<file path="src/rtl/xt_tx_pkg.sv">
package xt_tx_pkg;

    typedef enum logic [1:0] {
        ST_IDLE  = 2'd0,
        ST_SETUP = 2'd1,
        ST_LOW   = 2'd2,
        ST_GAP   = 2'd3
    } xt_state_t;

    localparam logic [7:0] NO_KEY    = 8'hFF;
    localparam int         FRAME_BITS = 9;

    function automatic int half_cycles(input int clk_hz, input int half_us);
        return (clk_hz / 1000000) * half_us;
    endfunction

endpackage

</file>
<file path="src/rtl/xt_line_sync.sv">
module xt_line_sync #(
    parameter int LINES  = 2,
    parameter int STAGES = 2
) (
    input  logic             clk,
    input  logic             rst,
    input  logic [LINES-1:0] raw,
    output logic [LINES-1:0] synced
);
    for (genvar g = 0; g < LINES; g++) begin : g_line
        logic [STAGES-1:0] chain;
        always_ff @(posedge clk) begin
            if (rst) chain <= '0;
            else     chain <= {chain[STAGES-2:0], raw[g]};
        end
        assign synced[g] = chain[STAGES-1];
    end
endmodule

</file>
<file path="src/rtl/xt_hold_reg.sv">
module xt_hold_reg
    import xt_tx_pkg::*;
(
    input  logic       clk,
    input  logic       rst,
    input  logic       in_valid,
    input  logic [7:0] in_data,
    output logic       in_ready,
    input  logic       take,
    output logic       full,
    output logic [7:0] data
);
    logic accept;
    assign in_ready = !full;
    assign accept   = in_valid && !full && (in_data != NO_KEY);

    always_ff @(posedge clk) begin
        if (rst) begin
            full <= 1'b0;
            data <= NO_KEY;
        end else if (take) begin
            full <= 1'b0;
            data <= NO_KEY;
        end else if (accept) begin
            full <= 1'b1;
            data <= in_data;
        end
    end

    assert_ff_ignored_R3: assert property (@(posedge clk) disable iff (rst)
        (in_valid && in_ready && in_data == NO_KEY) |=> in_ready);

    assert_no_loss_R8: assert property (@(posedge clk) disable iff (rst)
        (full && !take) |=> (full && $stable(data)));

    assert_take_needs_byte_R2: assert property (@(posedge clk) disable iff (rst)
        take |-> full);
endmodule

</file>
<file path="src/rtl/xt_tx_fsm.sv">
module xt_tx_fsm
    import xt_tx_pkg::*;
#(
    parameter int HALF = 2500
) (
    input  logic       clk,
    input  logic       rst,
    input  logic       hold_full,
    input  logic [7:0] hold_data,
    input  logic       clk_s,
    input  logic       dat_s,
    output logic       take,
    output logic       clk_low,
    output logic       dat_low,
    output logic       busy
);
    localparam int TW = $clog2(2 * HALF + 1);
    localparam logic [TW-1:0] HALF_END = TW'(HALF - 1);
    localparam logic [TW-1:0] GAP_END  = TW'(2 * HALF - 1);
    localparam logic [3:0]    LAST_BIT = 4'(FRAME_BITS - 1);

    xt_state_t   state;
    logic [TW-1:0] tmr;
    logic [3:0]    bitn;
    logic [8:0]    sh;

    assign take    = (state == ST_IDLE) && hold_full && clk_s && dat_s;
    assign busy    = (state != ST_IDLE);
    assign clk_low = (state == ST_LOW);
    assign dat_low = ((state == ST_SETUP) || (state == ST_LOW)) && !sh[0];

    always_ff @(posedge clk) begin
        if (rst) begin
            state <= ST_IDLE;
            tmr   <= '0;
            bitn  <= '0;
            sh    <= '1;
        end else begin
            unique case (state)
                ST_IDLE: begin
                    if (take) begin
                        sh    <= {hold_data, 1'b1};
                        bitn  <= '0;
                        tmr   <= '0;
                        state <= ST_SETUP;
                    end
                end
                ST_SETUP: begin
                    if (tmr == HALF_END) begin
                        tmr   <= '0;
                        state <= ST_LOW;
                    end else begin
                        tmr <= tmr + 1'b1;
                    end
                end
                ST_LOW: begin
                    if (tmr == HALF_END) begin
                        tmr <= '0;
                        sh  <= {1'b1, sh[8:1]};
                        if (bitn == LAST_BIT) begin
                            state <= ST_GAP;
                        end else begin
                            bitn  <= bitn + 1'b1;
                            state <= ST_SETUP;
                        end
                    end else begin
                        tmr <= tmr + 1'b1;
                    end
                end
                ST_GAP: begin
                    if (tmr == GAP_END) begin
                        tmr   <= '0;
                        state <= ST_IDLE;
                    end else begin
                        tmr <= tmr + 1'b1;
                    end
                end
                default: state <= ST_IDLE;
            endcase
        end
    end

    assert_quiet_when_idle_R7: assert property (@(posedge clk) disable iff (rst)
        !busy |-> (!clk_low && !dat_low));

    assert_wait_ready_R4: assert property (@(posedge clk) disable iff (rst)
        $rose(busy) |-> $past(clk_s && dat_s && hold_full));

    assert_start_released_R5: assert property (@(posedge clk) disable iff (rst)
        (busy && bitn == 4'd0) |-> !dat_low);

    assert_data_stable_in_pulse_R6: assert property (@(posedge clk) disable iff (rst)
        (clk_low && $past(clk_low)) |-> $stable(dat_low));
endmodule

</file>
<file path="src/rtl/xt_kbd_tx.sv">
module xt_kbd_tx
    import xt_tx_pkg::*;
#(
    parameter int CLK_HZ  = 100_000_000,
    parameter int HALF_US = 25
) (
    input  logic       clk,
    input  logic       rst,
    input  logic       in_valid,
    output logic       in_ready,
    input  logic [7:0] in_data,
    input  logic       kclk_sense,
    input  logic       kdat_sense,
    output logic       kclk_pull,
    output logic       kdat_pull,
    output logic       busy
);
    localparam int HALF = half_cycles(CLK_HZ, HALF_US);

    logic [1:0] sensed;
    logic       hold_full;
    logic [7:0] hold_data;
    logic       take;

    xt_line_sync #(.LINES(2), .STAGES(2)) u_sync (
        .clk    (clk),
        .rst    (rst),
        .raw    ({kdat_sense, kclk_sense}),
        .synced (sensed)
    );

    xt_hold_reg u_hold (
        .clk      (clk),
        .rst      (rst),
        .in_valid (in_valid),
        .in_data  (in_data),
        .in_ready (in_ready),
        .take     (take),
        .full     (hold_full),
        .data     (hold_data)
    );

    xt_tx_fsm #(.HALF(HALF)) u_fsm (
        .clk       (clk),
        .rst       (rst),
        .hold_full (hold_full),
        .hold_data (hold_data),
        .clk_s     (sensed[0]),
        .dat_s     (sensed[1]),
        .take      (take),
        .clk_low   (kclk_pull),
        .dat_low   (kdat_pull),
        .busy      (busy)
    );
endmodule

</file>
<file path="config.mk">
export PLATFORM = sky130hd
export DESIGN_NAME = xt_kbd_tx
export DESIGN_NICKNAME = d
export VERILOG_FILES = /design/src/rtl/xt_tx_pkg.sv /design/src/rtl/xt_line_sync.sv /design/src/rtl/xt_hold_reg.sv /design/src/rtl/xt_tx_fsm.sv /design/src/rtl/xt_kbd_tx.sv
export SDC_FILE = /design/constraint.sdc
export NUM_CORES = 1
export LEC_CHECK = 0
export BUFFER_PORTS_ARGS = -buffer_cell sky130_fd_sc_hd__buf_2
export CAP_MARGIN = 20
export CORE_ASPECT_RATIO = 1.25
export CORE_MARGIN = 2
export CORE_UTILIZATION = 40
export CTS_BUF_LIST = sky130_fd_sc_hd__clkbuf_8
export CTS_CLUSTER_SIZE = 16
export DETAILED_ROUTE_END_ITERATION = 6
export PLACE_DENSITY = 0.54
export SLEW_MARGIN = 30
export SYNTH_ARGS = -nofsm -noshare
export SYNTH_HDL_FRONTEND = slang
export SYNTH_HIERARCHICAL = 1
export SYNTH_SLANG_ARGS = --single-unit
</file>
<file path="constraint.sdc">
create_clock -name clk -period 2.9 [get_ports clk]
set_input_delay 0.145 -clock clk [delete_from_list [all_inputs] [get_ports clk]]
set_output_delay 0.145 -clock clk [all_outputs]
set_load 0.02 [all_outputs]
</file>
==> metrics.yaml, run 1 <==
worst_setup_path:
  startpoint: "u_fsm/state[0]"
  worst_ep_arrival_time_ps: 2450
  reg2reg_depth: 6
  ff2ff_setup_slack_ps: 670
  cp-start-kind: "flop"
  worstSetupPathType: "flop to flop"
  timing.rr.start: "u_fsm/state[0]"
  critPathRequiredTime_ps: 3120
  path_max_fanout: 18
  endpoint_kind: "flop"
  timing.rr.end: "u_fsm/sh[8]"
floorplanning:
  io_pins: 17
  die_w_um: 69.1
  start_util_pct: 41.7
  fp.dieH_um: 85.3
  coreArea_um2: 5080
  die_area_um2: 5890
  rows: 29
synthesis:
  synth_nets: 264
  synth-simple-area-share_pct: 27.8
  synth_mux_area_share_pct: 7.98
  yosysMostFrequentCell: "dfxtp_1"
  postSynthAreaPerCell_um2: 8.71
  synthAdderAreaFrac_pct: 4.73
  syn_inst: 243
  synth_area_um2: 2120
  synth-compound-area-share_pct: 12.6
  synth_common_cells: "41 x dfxtp_1, 32 x nor2_1, 17 x a21oi_1, 14 x nand2_1"
  synth_xor_area_share_pct: 2.48
  synth_edf_count: 0
  yosysTopAreaCellShare_pct: 38.8
  yosys_warnings: 6
  seq_area_frac_synth_pct: 38.8
  synth.distinct_cells: 48
  synthArstFlopShare_pct: 0
  synth_top_cell_by_area: "dfxtp_1"
  ys_ff_latch: 41
  synth_top_family_by_area: "simple AND/OR/NAND/NOR gates"
  yosys-top-cells-area: "dfxtp_1 39%, nor2_1 5.7%, ha_1 4.7%"
  synthFlopType: "dfxtp_1"
clock_network:
  clkTransAtPathRegs_ps: 80
  clk_latency_ps: 290
  numCtsBuffers: 5
  htree_num_levels: 2
  ctsHoldBuffers: 0
  clockBufferDepth: 2
  post_cts_buffers: 0
  clock_sinks: 41
  cts_resized: 0
  cts_tree: "yes"
  cts-root-buf: "clkbuf_8"
power_and_ir_drop:
  total_power_w: 0.00142
  peakVddDrop_mv: 0.258
  leakagePower_nw: 0.898
  pwr_density_cell_nw_per_um2: 616
min_path:
  hold_depth: 2
  min_to: "u_sync/g_line[0].chain[0]"
  hp-class: "input pin to flop"
  min_from: "kclk_sense"
timing:
  fin_ws_ps: 673
  fin_skew_ps: 3.67
  timing.hold.ws_ps: 71.3
  min_period_ps: 2230
  slew_viol_final: 0
  fin_crit_sh_pct: 76.8
  worst_pin_slew_ps: 873
  rsz0062_at_grt: "false"
  fin_setup_tns_ps: 0
  hold_viol: 0
  setup_viol: 0
  max_freq_mhz: 449
  max_slew_margin_pct: 41.8
final_layout:
  area_growth_pct: 9.28
  seq_area_um2: 821
  fin_nets: 272
  finish.instance_area_um2: 2310
  multi_input_area_um2: 1180
  n_fill_cell: 516
  layout-drive-gt1-share_pct: 14.7
  insertedDiodeCount: 0
detailed_routing:
  first_iter_violations: 87
  vias: 1659
  via_per_inst: 5.28
  wl_per_cell_um: 13.6
  ant_nets: 0
  wirelength_mm: 4.26
  drcViolationCount: 0
  drt_first_pass_iters: 4
global_routing:
  grt_pass1_vias: 1690
  track_usage_pct: 15.8
  antenna_found_initial: 0
  grt_max_degree: 34
  grt_pass1_wl_mm: 7.54
  grt.overflow.total: 0
placed_design:
  dp_worst_setup_slack_ps: 700
  hpwl_mm: 3.07
  numPortBuffers: 16
  place_congestion: 0.789
  place_area_um2: 2200
outcome:
  outcome: "completed"
run:
  drv_cap: 0
cells in the final DEF, fill, tap and decap left out, types with 3 or more instances in the layout:
cell | netlist | layout
nor3_1 | 3 | 3
dfxtp_1 | 41 | 41
and2_1 | 3 | 3
o21ai_0 | 8 | 8
mux2i_1 | 9 | 9
nor2b_1 | 11 | 11
a31oi_1 | 4 | 4
xor2_1 | 4 | 4
nand4_1 | 4 | 4
nand3_1 | 7 | 7
clkbuf_8 | 0 | 6
nand2_1 | 14 | 14
nor2_1 | 32 | 32
inv_1 | 11 | 12
ha_1 | 8 | 8
nand4b_1 | 4 | 4
nor4_1 | 8 | 8
mux2_2 | 7 | 7
buf_2 | 2 | 16
a21oi_1 | 17 | 17
cell families (layout without fill, tap and decap cells):
family | Yosys count | after routing
xor gates and xnor gates | 6 | 6
muxes | 16 | 16
adders and majority gates | 8 | 8
buffers and inverters | 26 | 35
and+or+nand+nor | 104 | 104
DFF | 41 | 41
AOI/OAI and AO/OA | 42 | 42
state kept, by name, summed over array words and instances (netlist names):
name / flops
u_fsm/state: 2
u_hold/full: 1
u_fsm/sh: 9
u_sync/g_line.chain: 4
u_fsm/bitn: 4
u_hold/data: 8
u_fsm/tmr: 13
power by group:
| part | switching, W | internal, W | total (W) |
|---|---|---|---|
| registers | 0.0000186 | 0.000594 | 0.000613 |
| logic | 0.000241 | 0.0000996 | 0.000340 |
| clock network | 0.000193 | 0.000277 | 0.000471 |
| total | 0.000453 | 0.000971 | 0.00142 |
worst max-delay path by stage:
stage	end	cells after the start
finish	u_fsm/sh[8]	6
global route	u_fsm/sh[8]	6
CTS	u_fsm/sh[8]	6
detailed placement	u_fsm/sh[8]	6
global placement	u_fsm/sh[8]	6
floorplan	u_fsm/state[1]	7
through the flow:
stage / cells / utilization, %
floorplan: 243 / -
global placement: 306 / 43.2
detailed placement: 306 / 43.2
CTS: 314 / 45.5
global route: 314 / 45.5
finish: 314 / 45.5
area by class of cell:
class                   instances  area share, %
repair buffers                 16           3.46
multi-input cells             176           50.9
flip-flops and latches         41           35.5
well taps                      62           3.35
inverters                      11           1.79
clock buffers                   6           3.57
clock inverters                 2           1.46
worst max-delay path, stage by stage, from the launching register on:
cell     delay (ps)
dfxtp_1         340
inv_1           140
ha_1            620
nor2_2          100
a21oi_2         380
or2_1           360
mux2i_1         210
per-layer routing:
layer  track usage [%]  vias up  routed length (um)
met1              18.0      766                2020
met2              28.3       19                2040
met5                 0        -                   0
li1                  -      867                   -
met4              6.60        0                  77
met3              3.56        7                 117
(Power assumes the default switching activity.)
==> run 2, diff against run 1 <==
PLACE_DENSITY = 0.56   (was 0.54)
clock period = 2 ns   (was 2.9 ns; I/O delays follow)
==> metrics.yaml, run 2 (synthesis gave the netlist of run 1 again) <==
final_layout:
  layout_commonest_cell: "dfxtp_1"
  stdcell_count: 331  # +5.4%
  fin_nets: 289  # +6.3%
  largest_register_ffs: 13  # unchanged
  regMostFlops: "u_fsm/tmr"
  layout-drive-gt1-share_pct: 23.4  # +8.7 points
  insertedDiodeCount: 0  # unchanged
  layout_common_cells: "41 x dfxtp_1, 32 x nor2_1, 17 x buf_4, 17 x a21oi_1, 16 x buf_2"
  area_growth_pct: 16.5
  reg.largest.list: "u_fsm/tmr x13, u_fsm/sh x9, u_hold/data x8"
min_path:
  hp-class: "input pin to flop"
  hold_depth: 2  # unchanged
  min_from: "kdat_sense"
  min_to: "u_sync/g_line[1].chain[0]"
global_routing:
  track_usage_pct: 17.1  # +1.3 points
  antenna_found_initial: 0  # unchanged
  grt.overflow.total: 0  # unchanged
  grt_pass1_wl_mm: 8.27  # +9.6%
  grt_pass1_vias: 1757  # +4.0%
  grt_max_degree: 22  # -35%
timing:
  hold_viol: 0  # unchanged
  slew_viol_final: 0  # unchanged
  min_period_ps: 1880  # -346 ps
  rsz0062_at_grt: "true"
  worst_pin_slew_ps: 535  # -338 ps
  fin_skew_ps: 8.79  # +5.12 ps
  fin_crit_sh_pct: 94.1  # +17 points
  max_freq_mhz: 531  # +18%
  max_slew_margin_pct: 64.3  # +23 points
  setup_viol: 0  # unchanged
worst_setup_path:
  crit_path_cell_trace: "inv_1 -> ha_2 -> buf_4 -> nor2_2 -> a31oi_2 -> or4b_1 -> a21oi_1"
  reg2reg_depth: 7  # +1
  timing.rr.start: "u_fsm/state[0]"
  critPathRequiredTime_ps: 2230  # -890 ps
  cp.buffers_inverters: 2  # +1
  cpLargestDelayFamily: "simple AND/OR/NAND/NOR gates"
  worst_ep_arrival_time_ps: 2110  # -340 ps
  timing.rr.end: "u_fsm/bitn[0]"
  cpPeakStageDelay_ps: 490  # -130 ps
  worstSetupPathType: "flop to flop"
  path_max_fanout: 12  # -6
  ff2ff_setup_slack_ps: 120  # -550 ps
  endpoint_kind: "flop"
  critPathSlowestCell: "or4b_1"
  cp-start-kind: "flop"
clock_network:
  cts_resized: 0  # unchanged
  post_cts_buffers: 0  # unchanged
  cts_tree: "yes"
  clock_sinks: 41  # unchanged
  numCtsBuffers: 5  # unchanged
  cts-root-buf: "clkbuf_8"
  clkTransAtPathRegs_ps: 80  # about the same
  htree_num_levels: 2  # unchanged
  clk_latency_ps: 290  # about the same
  clockBufferDepth: 2  # unchanged
  ctsHoldBuffers: 0  # unchanged
detailed_routing:
  via_per_inst: 5.27  # -0.16%
  drt_first_pass_iters: 4  # unchanged
  wl_per_cell_um: 13.6  # about the same
  first_iter_violations: 102  # +17%
  drcViolationCount: 0  # unchanged
  wirelength_mm: 4.49  # +5.4%
  vias: 1746  # +5.2%
  ant_nets: 0  # unchanged
placed_design:
  numPortBuffers: 16  # unchanged
  dp_cells: 323  # +5.6%
  hpwl_mm: 3.25  # +5.7%
  place_congestion: 0.777  # -1.5%
floorplanning:
  io_pins: 17  # unchanged
  fp.dieH_um: 85.3  # unchanged
  die_w_um: 69.1  # unchanged
  rows: 29  # unchanged
  start_util_pct: 41.7  # unchanged
  die_area_um2: 5890  # unchanged
  coreArea_um2: 5080  # unchanged
outcome:
  outcome: "completed"
power_and_ir_drop:
  pwr_density_cell_nw_per_um2: 895  # +45%
  peakVddDrop_mv: 0.428  # +66%
  total_power_w: 0.00221  # +55%
  leakagePower_nw: 0.974  # +8.4%
run:
  drv_cap: 0  # unchanged
run 2: cell type report:
class                      count  area (um2)
clock inverter                 3        46.3
sequential                    41         821
tap                           62        77.6
inverter                      11        41.3
multi-input combinational    176        1200
fill                         509        2620
timing repair buffer          33         208
clock buffer                   5        68.8
run 2: how the worst max path moves through the flow:
stage                     endpoint      startpoint  cells after the start  slack [ps]
floorplan           u_fsm/state[1]  u_fsm/state[0]                      7          30
global placement     u_fsm/bitn[0]    u_fsm/tmr[0]                      6         100
detailed placement   u_fsm/bitn[0]    u_fsm/tmr[0]                      6         110
CTS                  u_fsm/bitn[0]  u_fsm/state[0]                      7          70
global route         u_fsm/bitn[0]  u_fsm/state[0]                      7         -40
finish               u_fsm/bitn[0]  u_fsm/state[0]                      7         120
run 2: metal layers:
metal | track usage (%) | wire (um) | up-vias
li1 | - | - | 906
met1 | 22.5 | 2180 | 806
met2 | 28.0 | 2080 | 30
met3 | 3.68 | 181 | 4
met4 | 5.53 | 48 | 0
met5 | 0 | 0 | -
run 2: where the power goes:
group          internal (W)  total (W)  switching, W  leakage (nW)
combinational      0.000255   0.000640      0.000385         0.586
clock              0.000374   0.000680      0.000306        0.0543
sequential         0.000862   0.000886     0.0000247         0.334
total               0.00149    0.00221      0.000715         0.974
run 2: per-stage QoR:
stage          setup slack [ps]  utilization [%]  setup TNS [ps]  cell area, um2  hold slack (ps)
2_1_floorplan              26.4                -               0            2120              172
3_3_place_gp                102             45.7               0            2320              321
3_5_place_dp                112             45.7               0            2320              320
4_1_cts                    73.9             48.0               0            2440             4.27
5_1_grt                   -38.2             48.5           -80.8            2460             19.1
6_report                    118             48.5               0            2460             15.5
==> run 3, diff against run 2 <==
CORE_MARGIN = default   (was 2)
clock period = 1.6 ns   (was 2 ns; I/O delays follow)
==> metrics.yaml, run 3 (synthesis gave the netlist of run 1 again) <==
detailed_routing:
  wirelength_mm: 5.02  # +12%
  drcViolationCount: 0  # unchanged
  via_per_inst: 5.19  # -1.7%
  first_iter_violations: 47  # -54%
  wl_per_cell_um: 13.6  # +0.56%
  ant_nets: 0  # unchanged
  vias: 1909  # +9.3%
  drt_first_pass_iters: 4  # unchanged
worst_setup_path:
  critPathRequiredTime_ps: 1780  # -450 ps
  cp-start-kind: "flop"
  worst_ep_arrival_time_ps: 1900  # -210 ps
  critPathSlowestCell: "dfxtp_4"
  path_max_fanout: 4  # -8
  ff2ff_setup_slack_ps: -120  # -240 ps
  cpMostUsedCell: "buf_4"
  endpoint_kind: "flop"
  worstSetupPathType: "flop to flop"
  timing.rr.start: "u_fsm/state[0]"
  startpoint: "u_fsm/state[0]"
  reg2reg_depth: 8  # +1
  endpoint: "u_fsm/tmr[12]"
  crit_path_cell_trace: "inv_4 -> ha_2 -> buf_4 -> a2111oi_4 -> buf_4 -> nand3_1 -> xor2_1 -> nor2_2"
  timing.rr.end: "u_fsm/tmr[12]"
  cpPeakStageDelay_ps: 370  # -120 ps
floorplanning:
  rows: 29  # unchanged
  die_w_um: 67.1  # -2.9%
  die_area_um2: 5590  # -5.2%
  start_util_pct: 41.7  # unchanged
  coreArea_um2: 5080  # unchanged
  io_pins: 17  # unchanged
  fp.dieH_um: 83.3  # -2.3%
final_layout:
  layout_commonest_cell: "buf_4"
  n_fill_cell: 469  # -7.9%
  finish.instance_area_um2: 2970  # +21%
  multi_input_area_um2: 1390  # +16%
  fin_nets: 326  # +13%
  regMostFlops: "u_fsm/tmr"
  final_core_util_pct: 58.5  # +10 points
  insertedDiodeCount: 0  # unchanged
  largest_register_ffs: 13  # unchanged
  area_growth_pct: 40.6
  layout-drive-gt1-share_pct: 42.8  # +19 points
  seq_area_um2: 833  # +1.5%
  layout_common_cells: "44 x buf_4, 35 x dfxtp_1, 29 x nor2_1"
  reg.largest.list: "u_fsm/tmr x13, u_fsm/sh x9, u_hold/data x8"
timing:
  hold_viol: 0  # unchanged
  timing.hold.ws_ps: 59.3  # +43.8 ps
  fin_crit_sh_pct: 107  # +13 points
  rsz0062_at_grt: "true"
  max_freq_mhz: 582  # +9.4%
  min_period_ps: 1720  # -162 ps
  worst_pin_slew_ps: 450  # -85.8 ps
  max_slew_margin_pct: 69.8  # +5.5 points
  fin_skew_ps: 5.54  # -3.25 ps
  slew_viol_final: 0  # unchanged
  fin_ws_ps: -120  # -238 ps
  setup_viol: 20  # +20
global_routing:
  grt_pass1_vias: 1807  # +2.8%
  grt.overflow.total: 0  # unchanged
  grt_pass1_wl_mm: 8.25  # -0.17%
  grt_max_degree: 21  # -4.5%
  antenna_found_initial: 0  # unchanged
  track_usage_pct: 19.2  # +2.1 points
clock_network:
  cts_tree: "yes"
  cts-root-buf: "clkbuf_8"
  clock_sinks: 41  # unchanged
  clk_latency_ps: 290  # about the same
  clockBufferDepth: 2  # unchanged
  htree_num_levels: 2  # unchanged
  numCtsBuffers: 5  # unchanged
  clkTransAtPathRegs_ps: 80  # about the same
outcome:
  outcome: "finished, violations left"
  violations: "negative setup slack"
placed_design:
  place_area_um2: 2620  # +13%
  place_congestion: 0.816  # +5.1%
  numPortBuffers: 16  # unchanged
  hpwl_mm: 3.50  # +7.8%
power_and_ir_drop:
  total_power_w: 0.00301  # +37%
  peakVddDrop_mv: 0.668  # +56%
  pwr_density_cell_nw_per_um2: 1010  # +13%
  leakagePower_nw: 1.20  # +24%
min_path:
  hp-class: "input pin to flop"
  min_from: "in_data[2]"
run:
  drv_cap: 0  # unchanged
## run 3: per-layer routing
layer	track usage, %	up-vias	part of all wire (%)
met1	25.4	900	46
li1	-	977	-
met3	3.02	8	2.0
met4	7.93	0	1.7
met2	30.5	24	51
met5	0	-	0
## run 3: what timing repair did
action,4_1_cts,5_1_grt
pin swaps,28,12
buffers inserted,3,2
endpoints found under the hold margin,2,0
setup endpoints to repair,26,28
gates resized for setup,28,28
hold buffers,2,0
## run 3: metrics by stage
| stage | TNS, ps | std cells | setup slack [ps] |
|---|---|---|---|
| final | -990 | 368 | -120 |
| after global routing | -3940 | 368 | -211 |
| after global placement | -1710 | 353 | -192 |
| after floorplan | -1520 | 243 | -191 |
| after CTS | -1050 | 366 | -118 |
| after detailed placement | -2490 | 353 | -218 |
## run 3: cell type report
cell class | count | area share, %
Clock inverter | 3 | 0.463
Timing Repair Buffer | 70 | 18.3
Clock buffer | 5 | 2.31
Tap cell | 62 | 2.61
Inverter | 11 | 1.56
Multi-Input combinational cell | 176 | 46.7
Sequential cell | 41 | 28.0
## run 3: worst min-delay path by stage
| stage | to | slack [ps] | cells past startpoint |
|---|---|---|---|
| detailed placement | u_sync/g_line[0].chain[0] | 300 | 2 |
| CTS | u_hold/data[2] | 50 | 3 |
| global route | u_hold/data[6] | 60 | 3 |
| floorplan | u_sync/g_line[0].chain[0] | 150 | 1 |
| global placement | u_sync/g_line[0].chain[0] | 290 | 2 |
| finish | u_hold/data[2] | 60 | 3 |
## run 3: worst max-delay path, delay by kind of cell, from the launching register on
family,cells,cell delay (ps)
flip-flops,1,370
AO/OA/AOI/OAI,1,300
AND/OR/NAND/NOR,2,150
adder cells (fa/ha/maj),1,210
buffers and inverters,3,390
XOR/XNOR,1,200
## run 3: where the power goes
| group | internal [W] | switching (W) | total (W) | leakage (nW) |
|---|---|---|---|---|
| Sequential | 0.00108 | 0.0000398 | 0.00112 | 0.337 |
| Clock | 0.000296 | 0.000350 | 0.000646 | 0.0491 |
| Combinational | 0.000599 | 0.000644 | 0.00124 | 0.818 |
